**config.mk**
```make
export PLATFORM = sky130hd
export DESIGN_NAME = autobaud_meter
export DESIGN_NICKNAME = d
export VERILOG_FILES = /design/src/rtl/autobaud_meter.sv
export SDC_FILE = /design/constraint.sdc
export NUM_CORES = 1
export LEC_CHECK = 0
export BUFFER_PORTS_ARGS = -buffer_cell sky130_fd_sc_hd__buf_4
export CORE_MARGIN = 2
export CORE_UTILIZATION = 53
export CTS_BUF_LIST = sky130_fd_sc_hd__clkbuf_8
export CTS_CLUSTER_DIAMETER = 200
export CTS_CLUSTER_SIZE = 10
export DETAILED_ROUTE_END_ITERATION = 10
export PLACE_DENSITY = 0.74
export SLEW_MARGIN = 20
export SYNTH_ARGS = -nofsm -noshare
export SYNTH_HDL_FRONTEND = slang
export SYNTH_SLANG_ARGS = --single-unit
```
**constraint.sdc**
```tcl
create_clock -name clk -period 9.2 [get_ports clk]
set_input_delay 2.76 -clock clk [delete_from_list [all_inputs] [get_ports clk]]
set_output_delay 2.76 -clock clk [all_outputs]
set_load 0.02 [all_outputs]
```
**src/rtl/autobaud_meter.sv**
```systemverilog
module autobaud_meter #(
  parameter int WW = 20,
  parameter int EW = 10,
  parameter int GW = 8
) (
  input  logic          clk,
  input  logic          rst_n,
  input  logic          rxd_i,
  input  logic          meas_en,
  input  logic [GW-1:0] glitch_width,
  output logic [WW-1:0] low_min,
  output logic [WW-1:0] high_max,
  output logic [EW-1:0] edge_cnt
);
  localparam logic [WW-1:0] WMAX = '1;
  localparam logic [EW-1:0] EMAX = '1;

  logic [1:0]    sync;
  logic          en_d, lvl, armed;
  logic [GW-1:0] cand;
  logic [WW-1:0] wcnt;

  wire rx_s    = sync[1];
  wire start   = meas_en & ~en_d;
  wire run     = meas_en & en_d;
  wire differ  = rx_s != lvl;

  wire [GW:0]   cand_next = {1'b0, cand} + 1'b1;
  wire          accept    = run && differ && (cand_next >= {1'b0, glitch_width});
  wire [WW-1:0] wcnt_inc  = (wcnt == WMAX) ? WMAX : wcnt + 1'b1;

  always_ff @(posedge clk or negedge rst_n) begin
    if (!rst_n) begin
      sync <= 2'b11;
      en_d <= 1'b0;
    end else begin
      sync <= {sync[0], rxd_i};
      en_d <= meas_en;
    end
  end

  always_ff @(posedge clk or negedge rst_n) begin
    if (!rst_n) begin
      lvl      <= 1'b1;
      armed    <= 1'b0;
      cand     <= '0;
      wcnt     <= '0;
      low_min  <= WMAX;
      high_max <= '0;
      edge_cnt <= '0;
    end else if (start) begin
      lvl      <= rx_s;
      armed    <= 1'b0;
      cand     <= '0;
      wcnt     <= '0;
      low_min  <= WMAX;
      high_max <= '0;
      edge_cnt <= '0;
    end else if (run) begin
      if (accept) begin
        lvl      <= ~lvl;
        armed    <= 1'b1;
        cand     <= '0;
        wcnt     <= '0;
        edge_cnt <= (edge_cnt == EMAX) ? EMAX : edge_cnt + 1'b1;
        if (armed && !lvl && (wcnt_inc < low_min))
          low_min <= wcnt_inc;
        if (armed && lvl && (wcnt_inc > high_max))
          high_max <= wcnt_inc;
      end else begin
        cand <= differ ? cand_next[GW-1:0] : '0;
        wcnt <= wcnt_inc;
      end
    end else begin
      lvl  <= rx_s;
      cand <= '0;
    end
  end
endmodule


```
### Word level (Yosys, flattened, before mapping)

Index checks and enable logic that the tools add are counted.

| operators by class | value |
|---|---|
| add/sub/neg operators | 3 |
| magnitude comparators | 3 |
| eq/ne operators | 4 |
| mux-type cells | 26 |
| bitwise logic cells | 4 |
| reductions and logical operators | 14 |

Operators by type and width:

| operator | number |
|---|---|
| $mux W20 | 12 |
| $mux W10 | 4 |
| $mux W8 | 4 |
| $add A20 B1 Y20 const B | 1 |
| $eq A20 B20 Y1 const B | 1 |
| $gt A20 B20 Y1 | 1 |
| $lt A20 B20 Y1 | 1 |
| $add A10 B1 Y10 const B | 1 |
| $eq A10 B10 Y1 const B | 1 |
| $add A8 B1 Y9 const B | 1 |
| $ge A9 B8 Y1 | 1 |
| $reduce_bool A2 Y1 | 4 |
| $logic_and A1 B1 Y1 | 6 |
| $mux W1 | 6 |
| $reduce_and A3 Y1 | 2 |
| $ne A3 B2 Y1 const B | 1 |
| $and A1 B1 Y1 | 2 |
| $not A1 Y1 | 2 |
| $reduce_and A2 Y1 | 1 |
| $logic_not A1 Y1 | 1 |
| $ne A1 B1 Y1 | 1 |

| word-level totals | value |
|---|---|
| flip-flop bits (word level) | 83 |
| bits of input ports | 12 |
| output and inout bits | 50 |

### Depth between registers and ports, before layout

Gate-level depths: netlist of run 1.

| logic depth | value |
|---|---|
| depth after elaboration | 8 |
| gate-level depth with buffers | 15 |
| depth with buffers taken out | 13 |

### Worst setup path after synthesis of run 1

OpenSTA, ideal clock, no wires.

| timing | value |
|---|---|
| path type | input to register |
| start point | input glitch_width[2] |
| end point | register low_min[0] |
| arrival time | 4594 ps |
| required time | 9125 ps |
| path slack | 4531 ps |
| stages on the path | 9 |
| path buffers | 1 |
| cell sequence | inv_1 -> ha_1 -> a21o_1 -> a31oi_1 -> o31ai_1 -> o21ai_0 -> nor3_4 -> buf_6 -> mux2i_1 |

| on the way | value |
|---|---|
| cells in the longest elaborated chain, start to end | 4 |

RTL lines:

| what | line | source |
|---|---|---|
| from (decl) | 10 | `input logic [GW-1:0] glitch_width,` |
| $ge A9 B8 Y1 | 29 | `wire accept = run && differ && (cand_next >= {1'b0, glitch_width});` |
| $logic_and A1 B1 Y1 | 29 |  |
| $reduce_bool A2 Y1 (no source line) | n/a |  |
| $reduce_and A3 Y1 (no source line) | n/a |  |
| to (signal assigned) | 67 | `low_min <= wcnt_inc;` |
| to (decl) | 11 | `output logic [WW-1:0] low_min,` |

No other way between the ends.
A chain may end at the register's enable or synchronous reset.

### Worst setup path after layout of run 1

| timing | value |
|---|---|
| start point | input glitch_width[0] |
| end point | register low_min[2] |

The elaborated chain is that of the path after synthesis.

==> results of run 1 <==
## stage by stage
| stage | utilization, % | cells | hold WS, ns | power [mW] | instance area (sq um) |
|---|---|---|---|---|---|
| after floorplan | - | 563 | 0.345 | 0.429 | 5290 |
| after global placement | 60.4 | 744 | 0.351 | 0.454 | 5870 |
| after detailed placement | 60.4 | 744 | 0.351 | 0.456 | 5870 |
| after CTS | 62.8 | 760 | 0.363 | 0.762 | 6110 |
| after global routing | 62.9 | 760 | 0.372 | 0.787 | 6120 |
| final | 62.9 | 760 | 0.362 | 0.758 | 6120 |
## where the power goes
part	total, mW	leakage, nW	internal, mW	switching, mW
combinational	0.0744	1.77	0.0222	0.0523
sequential	0.375	1.07	0.369	0.00559
clock	0.308	0.116	0.169	0.140
total	0.758	2.96	0.560	0.198
## final timing paths
path | start | end | cells after the start
max in group asynchronous | rst_n | edge_cnt[8]$_DFFE_PN0P_ | 2
hold reg to reg | sync[0]$_DFF_PN1_ | sync[1]$_DFF_PN1_ | 0
setup / recovery | glitch_width[0] | low_min[2]$_DFFE_PN1P_ | 9
min in group asynchronous | rst_n | wcnt[4]$_DFFE_PN0P_ | 1
hold / removal | sync[0]$_DFF_PN1_ | sync[1]$_DFF_PN1_ | 0
setup reg to reg | wcnt[7]$_DFFE_PN0P_ | high_max[8]$_DFFE_PN0P_ | 11
## cell usage in the layout (no fill, tap or decap), types with 3 or more instances in the layout
cell type                  instances
sky130_fd_sc_hd__a211oi_1         21
sky130_fd_sc_hd__o21ai_0          24
sky130_fd_sc_hd__o211ai_1          3
sky130_fd_sc_hd__a311oi_1          4
sky130_fd_sc_hd__nor2b_1           6
sky130_fd_sc_hd__nor4_1            3
sky130_fd_sc_hd__mux2_2           10
sky130_fd_sc_hd__xnor2_1          13
sky130_fd_sc_hd__a21oi_1          29
sky130_fd_sc_hd__dfrtp_1          60
sky130_fd_sc_hd__mux2i_1           7
sky130_fd_sc_hd__and3_1           10
sky130_fd_sc_hd__clkbuf_8         11
sky130_fd_sc_hd__xor2_1            5
sky130_fd_sc_hd__nand3_1          27
sky130_fd_sc_hd__and4_1            3
sky130_fd_sc_hd__a31oi_1           4
sky130_fd_sc_hd__a41oi_1           3
sky130_fd_sc_hd__or3_1             5
sky130_fd_sc_hd__nor3_1           28
sky130_fd_sc_hd__nor2_1           29
sky130_fd_sc_hd__o31ai_1           3
sky130_fd_sc_hd__ha_1             50
sky130_fd_sc_hd__nand2_1          39
sky130_fd_sc_hd__nand4_1          19
sky130_fd_sc_hd__dfstp_2          23
sky130_fd_sc_hd__buf_4            65
sky130_fd_sc_hd__a22o_1           18
sky130_fd_sc_hd__nand2b_1          5
sky130_fd_sc_hd__inv_1            59
## worst register-to-register path, delay by kind of cell, from the launching register on
| family | cells | cell delay (ns) |
|---|---|---|
| AND/OR/NAND/NOR | 7 | 2.31 |
| multiplexers | 1 | 0.42 |
| AO/OA/AOI/OAI | 2 | 0.86 |
| adder cells (fa/ha/maj) | 1 | 0.31 |
| flip-flops | 1 | 0.45 |
## layer usage
| layer | global-route usage, % | routed length (um) |
|---|---|---|
| met3 | 3.26 | 625 |
| met2 | 43.1 | 6670 |
| met5 | 0 | 0 |
| met4 | 7.05 | 116 |
| met1 | 33.0 | 5770 |
## layout make-up
class                           count  area [sq um]  area share [%]
Tap cell                          133           166            2.72
Clock inverter                      5          85.1            1.39
Clock buffer                       11           151            2.48
Sequential cell                    83          2110            34.4
Multi-Input combinational cell    403          2890            47.2
Timing Repair Buffer               66           499            8.16
Inverter                           59           221            3.62
## sequential cells by signal (all words and copies together), names as in the netlist
name / count
low_min: 20
sync: 2
lvl: 1
en_d: 1
high_max: 20
wcnt: 20
edge_cnt: 10
armed: 1
cand: 8
## cell families after synthesis
group,share of synthesized area (%)
fa+ha+maj,11.8
simple gates,18.8
buf+inv,5.79
xor+xnor,2.98
mux,3.45
compound gates,17.4
flops,39.8
==> run summary, run 1 <==
The pre-CTS setup slack came out at between 3 and 4 ns. The via total after detailed routing came out at 4,555. Derived from the worst setup path, the maximum achievable clock frequency is 0.200 GHz. The time the final worst path needs with I/O delays and setup came out at between 4 and 5 ns. The tree is rooted in a sky130_fd_sc_hd__clkbuf_8. Synthesis instantiated 60 different standard cells from the library. The worst-case headroom to the max-slew limit is 31.5%. The final routed wirelength across all metal layers came out at 13,200 um. The first TritonRoute pass finished after 5 iterations.

The die outline width came out at ~100 um. The wire length per cell after detailed routing came out at ~17 um. The fraction of registers with async set/reset is 100%.

Clock-pin slew was measured on the worst setup and hold paths at 0.08 ns. Setup violations remaining at the end of the flow were counted as 0. The slack of the worst reg-to-reg path came out at between 4 and 5 ns. The net count of the finished layout came out at 684. The buffer and inverter count on the worst path came out at 2. The post-CTS setup-driven buffer insertion count is 0. The post-synthesis cell type with the largest combined area is sky130_fd_sc_hd__dfrtp_1. The HPWL reported at the end of detailed placement came out at between 9000 and 10,000 um. The dominant delay contributor by cell family on the critical path is simple AND/OR/NAND/NOR gates. The largest single stage delay on the critical path is ~0.84 ns. The number of hold violations in the final report is 0. The synthesis-to-layout area growth came out at 15.6%.

The post-synthesis cell count is around 560. The total negative slack for setup checks came out at 0 ns. The required time at the worst-slack endpoint is ~9.5 ns. The critical path goes through buf_4 -> ha_1 -> nand2b_1 -> a31oi_1 -> o31ai_1 -> o21ai_0 -> buf_4 -> nor3_4 -> mux2_2. The number of CTS-inserted buffers is 9. The number of vias per cell is 5.99.

The synthesized net count came out at 625. In this design, the critical path's most frequently occurring cell is sky130_fd_sc_hd__buf_4. Entering global routing, the biggest net connects 82 pins.

The height of the die is around 100 um. The count of pins on the block boundary came out at 62. The worst path setup slack after routing is around 4.2 ns.

The first global-routing pass estimated around 22,000 um of wire. In this run the worst path has a maximum fanout of 19. The floorplan row count is 36. The number of sinks on the clock net is just over 80.

The initial antenna violation count came out at 0. The clock tree skew after final layout came out at between 0.009 and 0.01 ns. Among all flip-flop cells after synthesis, the most frequent one is sky130_fd_sc_hd__dfrtp_1.

In this run the remaining antenna-violating nets after routing total 0. The most common cell in the synthesized netlist is sky130_fd_sc_hd__dfrtp_1. By area the synthesized netlist is led by sky130_fd_sc_hd__dfrtp_1 (28%), sky130_fd_sc_hd__ha_1 (12%), sky130_fd_sc_hd__dfstp_2 (11%). TritonCTS built the clock tree.

The number of port buffers is a little over 60. The worst-case clock buffer depth is 2. The slew at the pin closest to its max-slew limit came out at just over 1 ns. The worst-skew pair later-pin latency came out at 0.36 ns. The mean area per synthesized cell is roughly 9.4 sq um.

The peak supply drop came out at between 0.00007 and 0.00008 V. The area of the mapped netlist is 5290 sq um. The share of post-route cells with drive strength above 1 is between 20% and 30%.

For this run, the total global-route usage over all layers was measured as between 20% and 30%. The count of flip-flops with a built-in enable after synthesis came out at 0. The core box area is between 9000 and 10,000 sq um. The number of hold buffers added after CTS came out at 0. The synthesis warning total came out at 0. The count of filler cells inserted in the layout came out at between 800 and 900. The category of the worst setup path capture point is a register. The part of the cycle the worst path needs is 54.3%. Max-cap violations in this run came to 0. The share of synthesized area in the top cell type comes to 28.4%. For this design the static power due to leakage is between 2 and 3 nW. The effective utilization at floorplan is 54.4%. CTS built an H-tree with a depth of 3.

The via count of the first global-routing pass came out at approximately 4,500. The total inserted antenna cells came out at 0. After synthesis the netlist holds a flip-flop and latch count of just over 80. The post-cts gate resize count came out at 0.

Power spread over the standard cell area amounts to around 120 nW/um^2. The tightest min-delay check is of the reg -> reg type. The final global-route overflow total is 0. In the routed design, unresolved DRC markers number 0. After synthesis, flip-flops and latches occupy approximately 40% of the total area.

The flow ran to the end, and the final reports show no timing, DRC or antenna violations. The violation count after the first detailed-route iteration came out at ~180. Setup repair after global routing left no endpoint under its margin.

The critical path in this run is classified as in -> reg. STA puts the critical path data arrival time at ~5.3 ns. The area enclosed by the die boundary is around 11,000 sq um. The kind of launch point of the worst setup path is a primary input.

The final number of max-transition violations came out at 0. Sorting the synthesized cells by how often they occur yields sky130_fd_sc_hd__dfrtp_1 (60), sky130_fd_sc_hd__inv_1 (59), sky130_fd_sc_hd__ha_1 (50). On the critical path, the stage with the largest delay is an instance of sky130_fd_sc_hd__nor3_4.

The routability-driven placement congestion ratio is slightly below 0.9.
(Power assumes the default switching activity.)
==> run 2, diff against run 1 <==
Settings changed: PLACE_DENSITY 0.74 to 0.76.
Clock period 9.2 ns to 4 ns, I/O delays scaled along.
==> run summary, run 2 (synthesized netlist as in run 1, its figures left out) <==
The number of hold buffers added after CTS came out at 0. The slew at the pin closest to its max-slew limit is approximately 0.86 ns. The die outline width came out at 104 um.

The routed length on met2 came out at 6490 um. The startpoint identified for the worst hold timing path is sync[0]$_DFF_PN1_. The share of post-route cells with drive strength above 1 is a little under a quarter. The via total after detailed routing came out at roughly 4,700. The arrival time reported for the critical path endpoint came out at a little over 4 ns. The register clock-pin slew on the reported worst setup and hold paths came out at 0.09 ns. The core box area came out at 9730 sq um. The worst register-to-register path ends at low_min[14]$_DFFE_PN1P_.

The height of the die is slightly above 100 um. The largest registers in the layout are high_max: 20 flops, low_min: 20 flops, wcnt: 20 flops. The final number of max-transition violations came out at 0. The reg-to-reg startpoint is wcnt[0]$_DFFE_PN0P_. From synthesis to final layout, the design area changed by 17.1%. The part of the cycle the worst path needs came out at between 90% and 100%. Wires add up to approximately 14,000 um. The clock tree skew after final layout came out at about 0.014 ns. The number of CTS-inserted buffers is 9. The floorplan step defined a die boundary enclosing 10,800 sq um.

The wire length per cell after detailed routing is approximately 18 um. The detailed router used layers up to and including met4. The library cell used most frequently in the layout, excluding fill and tap cells, is sky130_fd_sc_hd__buf_4. The count of nets left with antenna violations after detail routing is 0. By startpoint and endpoint, the worst setup path is classified as reg -> reg. The number of H-tree levels came out at 3. For this design, the slowest cell found on the critical path is sky130_fd_sc_hd__or4_4. The setup-violating endpoint count in the final report is 0. The flow ran to the end, and the final reports show no timing, DRC or antenna violations. The global-route wire length before repair came out at around 23,000 um. The routed length on met1 is approximately 6000 um. VDD sags by at most between 0.00015 and 0.0002 V. The HPWL reported at the end of detailed placement is 10,000 um. The worst hold path was traced through 0 stages. The final global-route overflow total is 0.

In the global route stage, overall resource usage came out at between 20% and 30%. In the final layout, the multi-input gates occupy 2910 sq um. For this run, design rule violations remaining after detail routing come to 0.

The post-layout total power is 1.56 mW. The cell family contributing the most delay on the critical path is simple AND/OR/NAND/NOR gates. During I/O placement, the number of pins put on the boundary was 62. The worst setup path is launched from a register. The worst-case headroom to the max-slew limit is about 43%. The total inserted antenna cells is 0. Setup slack on the worst reg-to-reg path comes out at about 0.19 ns. The number of hold violations in the final report came out at 0. The worst-skew pair later-pin latency is ~0.38 ns. The delay of the slowest cell on the worst path came out at 0.55 ns.

The floorplan row count is 36. The critical path goes through ha_1 -> nand2_1 -> or4_4 -> o21ai_0 -> nand3_2 -> ha_1 -> nand4_1 -> nor2_1 -> nand4_1 -> a311oi_4 -> nor3_4 -> buf_12 -> mux2_2. The hold slack is 0.358 ns.

The effective utilization at floorplan is a little over half. The violation count after the first detailed-route iteration came out at around 280. STA puts the critical path data required time at ~4.3 ns. The routed design uses around 830 um of met3 wire. The number of sinks on the clock net is between 80 and 90. The number of max-cap violations came out at 0.

The path class of the tightest hold or removal check is reg -> reg. STA classifies the critical path endpoint as a register. The library cells used most frequently in the layout, excluding fill and tap cells, are sky130_fd_sc_hd__buf_4 (82), sky130_fd_sc_hd__inv_1 (63), sky130_fd_sc_hd__dfrtp_1 (59). The post-CTS setup-driven buffer insertion count came out at 0.

At the end of routability-driven placement, the weighted congestion stood at roughly 0.99. The via count of the first global-routing pass came out at 4,604. The buffer and inverter count on the worst path is 1. For this run, the post-layout net count is approximately 700.

Subtracting the final worst setup slack from the clock period gives between 3 and 4 ns. The clock root buffer master is sky130_fd_sc_hd__clkbuf_8. The number of port buffers came out at 61. The leakage power summed over all cells is 3.04 nW. TritonCTS built the clock tree. For hold timing, the worst endpoint is sync[1]$_DFF_PN1_.

The pre-antenna-repair detailed-routing pass consisted of 5 iterations. Dividing the detail-routed via count by the number of cells gives roughly 6. Summing all flip-flop and latch instances after layout gives ~2100 sq um. Entering global routing, the biggest net connects 84 pins. Dividing total power by cell area gives a power density of about 250 nW/um^2. The count of filler cells inserted in the layout came out at roughly 840. Counting cells, the worst reg-to-reg path comes to 13. The initial antenna violation count came out at 0. The peak fanout along the critical path came out at 19. The worst-case clock buffer depth is 2. The maximum achievable frequency is about 0.26 GHz.
run 2: cell count changes in the layout (fill, tap and decap cells not counted), sizes merged:
| cell | delta |
|---|---|
| buf | +18 |
| bufinv | -2 |
| clkbuf | -2 |
| clkinv | -1 |
| clkinvlp | -1 |
| inv | +4 |
run 2: worst max-delay path by stage:
stage,from,to,slack [ns],cells after the start
global placement,wcnt[0]$_DFFE_PN0P_,high_max[11]$_DFFE_PN0P_,0.21,13
detailed placement,wcnt[0]$_DFFE_PN0P_,high_max[1]$_DFFE_PN0P_,0.02,13
CTS,wcnt[0]$_DFFE_PN0P_,low_min[14]$_DFFE_PN1P_,0.07,13
global route,wcnt[0]$_DFFE_PN0P_,high_max[4]$_DFFE_PN0P_,-0.02,13
finish,wcnt[0]$_DFFE_PN0P_,low_min[14]$_DFFE_PN1P_,0.19,13
floorplan,wcnt[3]$_DFFE_PN0P_,high_max[10]$_DFFE_PN0P_,0.34,13
run 2: through the flow:
step                      instance area (sq um)  cells  setup TNS [ns]  utilization [%]  setup slack [ns]
after floorplan                            5290    563               0                -             0.345
after global placement                     6020    762               0             61.9             0.208
after detailed placement                   6020    762               0             61.9            0.0163
after CTS                                  6170    776               0             63.4            0.0735
after global routing                       6200    776         -0.0820             63.7           -0.0213
final                                      6200    776               0             63.7             0.186
run 2: layer usage:
layer  track usage [%]  vias up
li1                  -     2207
met1              35.4     2284
met4              11.0        0
met5                 0        -
met3              3.20       33
met2              43.5      173
run 2: area by class of cell:
class | instances | share of cell area [%]
multi-input cells | 403 | 47.0
flip-flops and latches | 83 | 34.0
inverters | 59 | 3.57
well taps | 133 | 2.69
repair buffers | 84 | 10.4
clock inverters | 5 | 0.323
clock buffers | 9 | 2.00
run 2: timing repair:
| action | 4_1_cts | 5_1_grt |
|---|---|---|
| pin swaps | 0 | 1 |
| setup endpoints to repair | 5 | 36 |
| gates resized for setup | 1 | 7 |
run 2: report_power, final:
| part | internal [mW] | switching (mW) | leakage, nW |
|---|---|---|---|
| combinational | 0.0635 | 0.126 | 1.87 |
| clock | 0.209 | 0.300 | 0.0899 |
| sequential | 0.850 | 0.0129 | 1.07 |
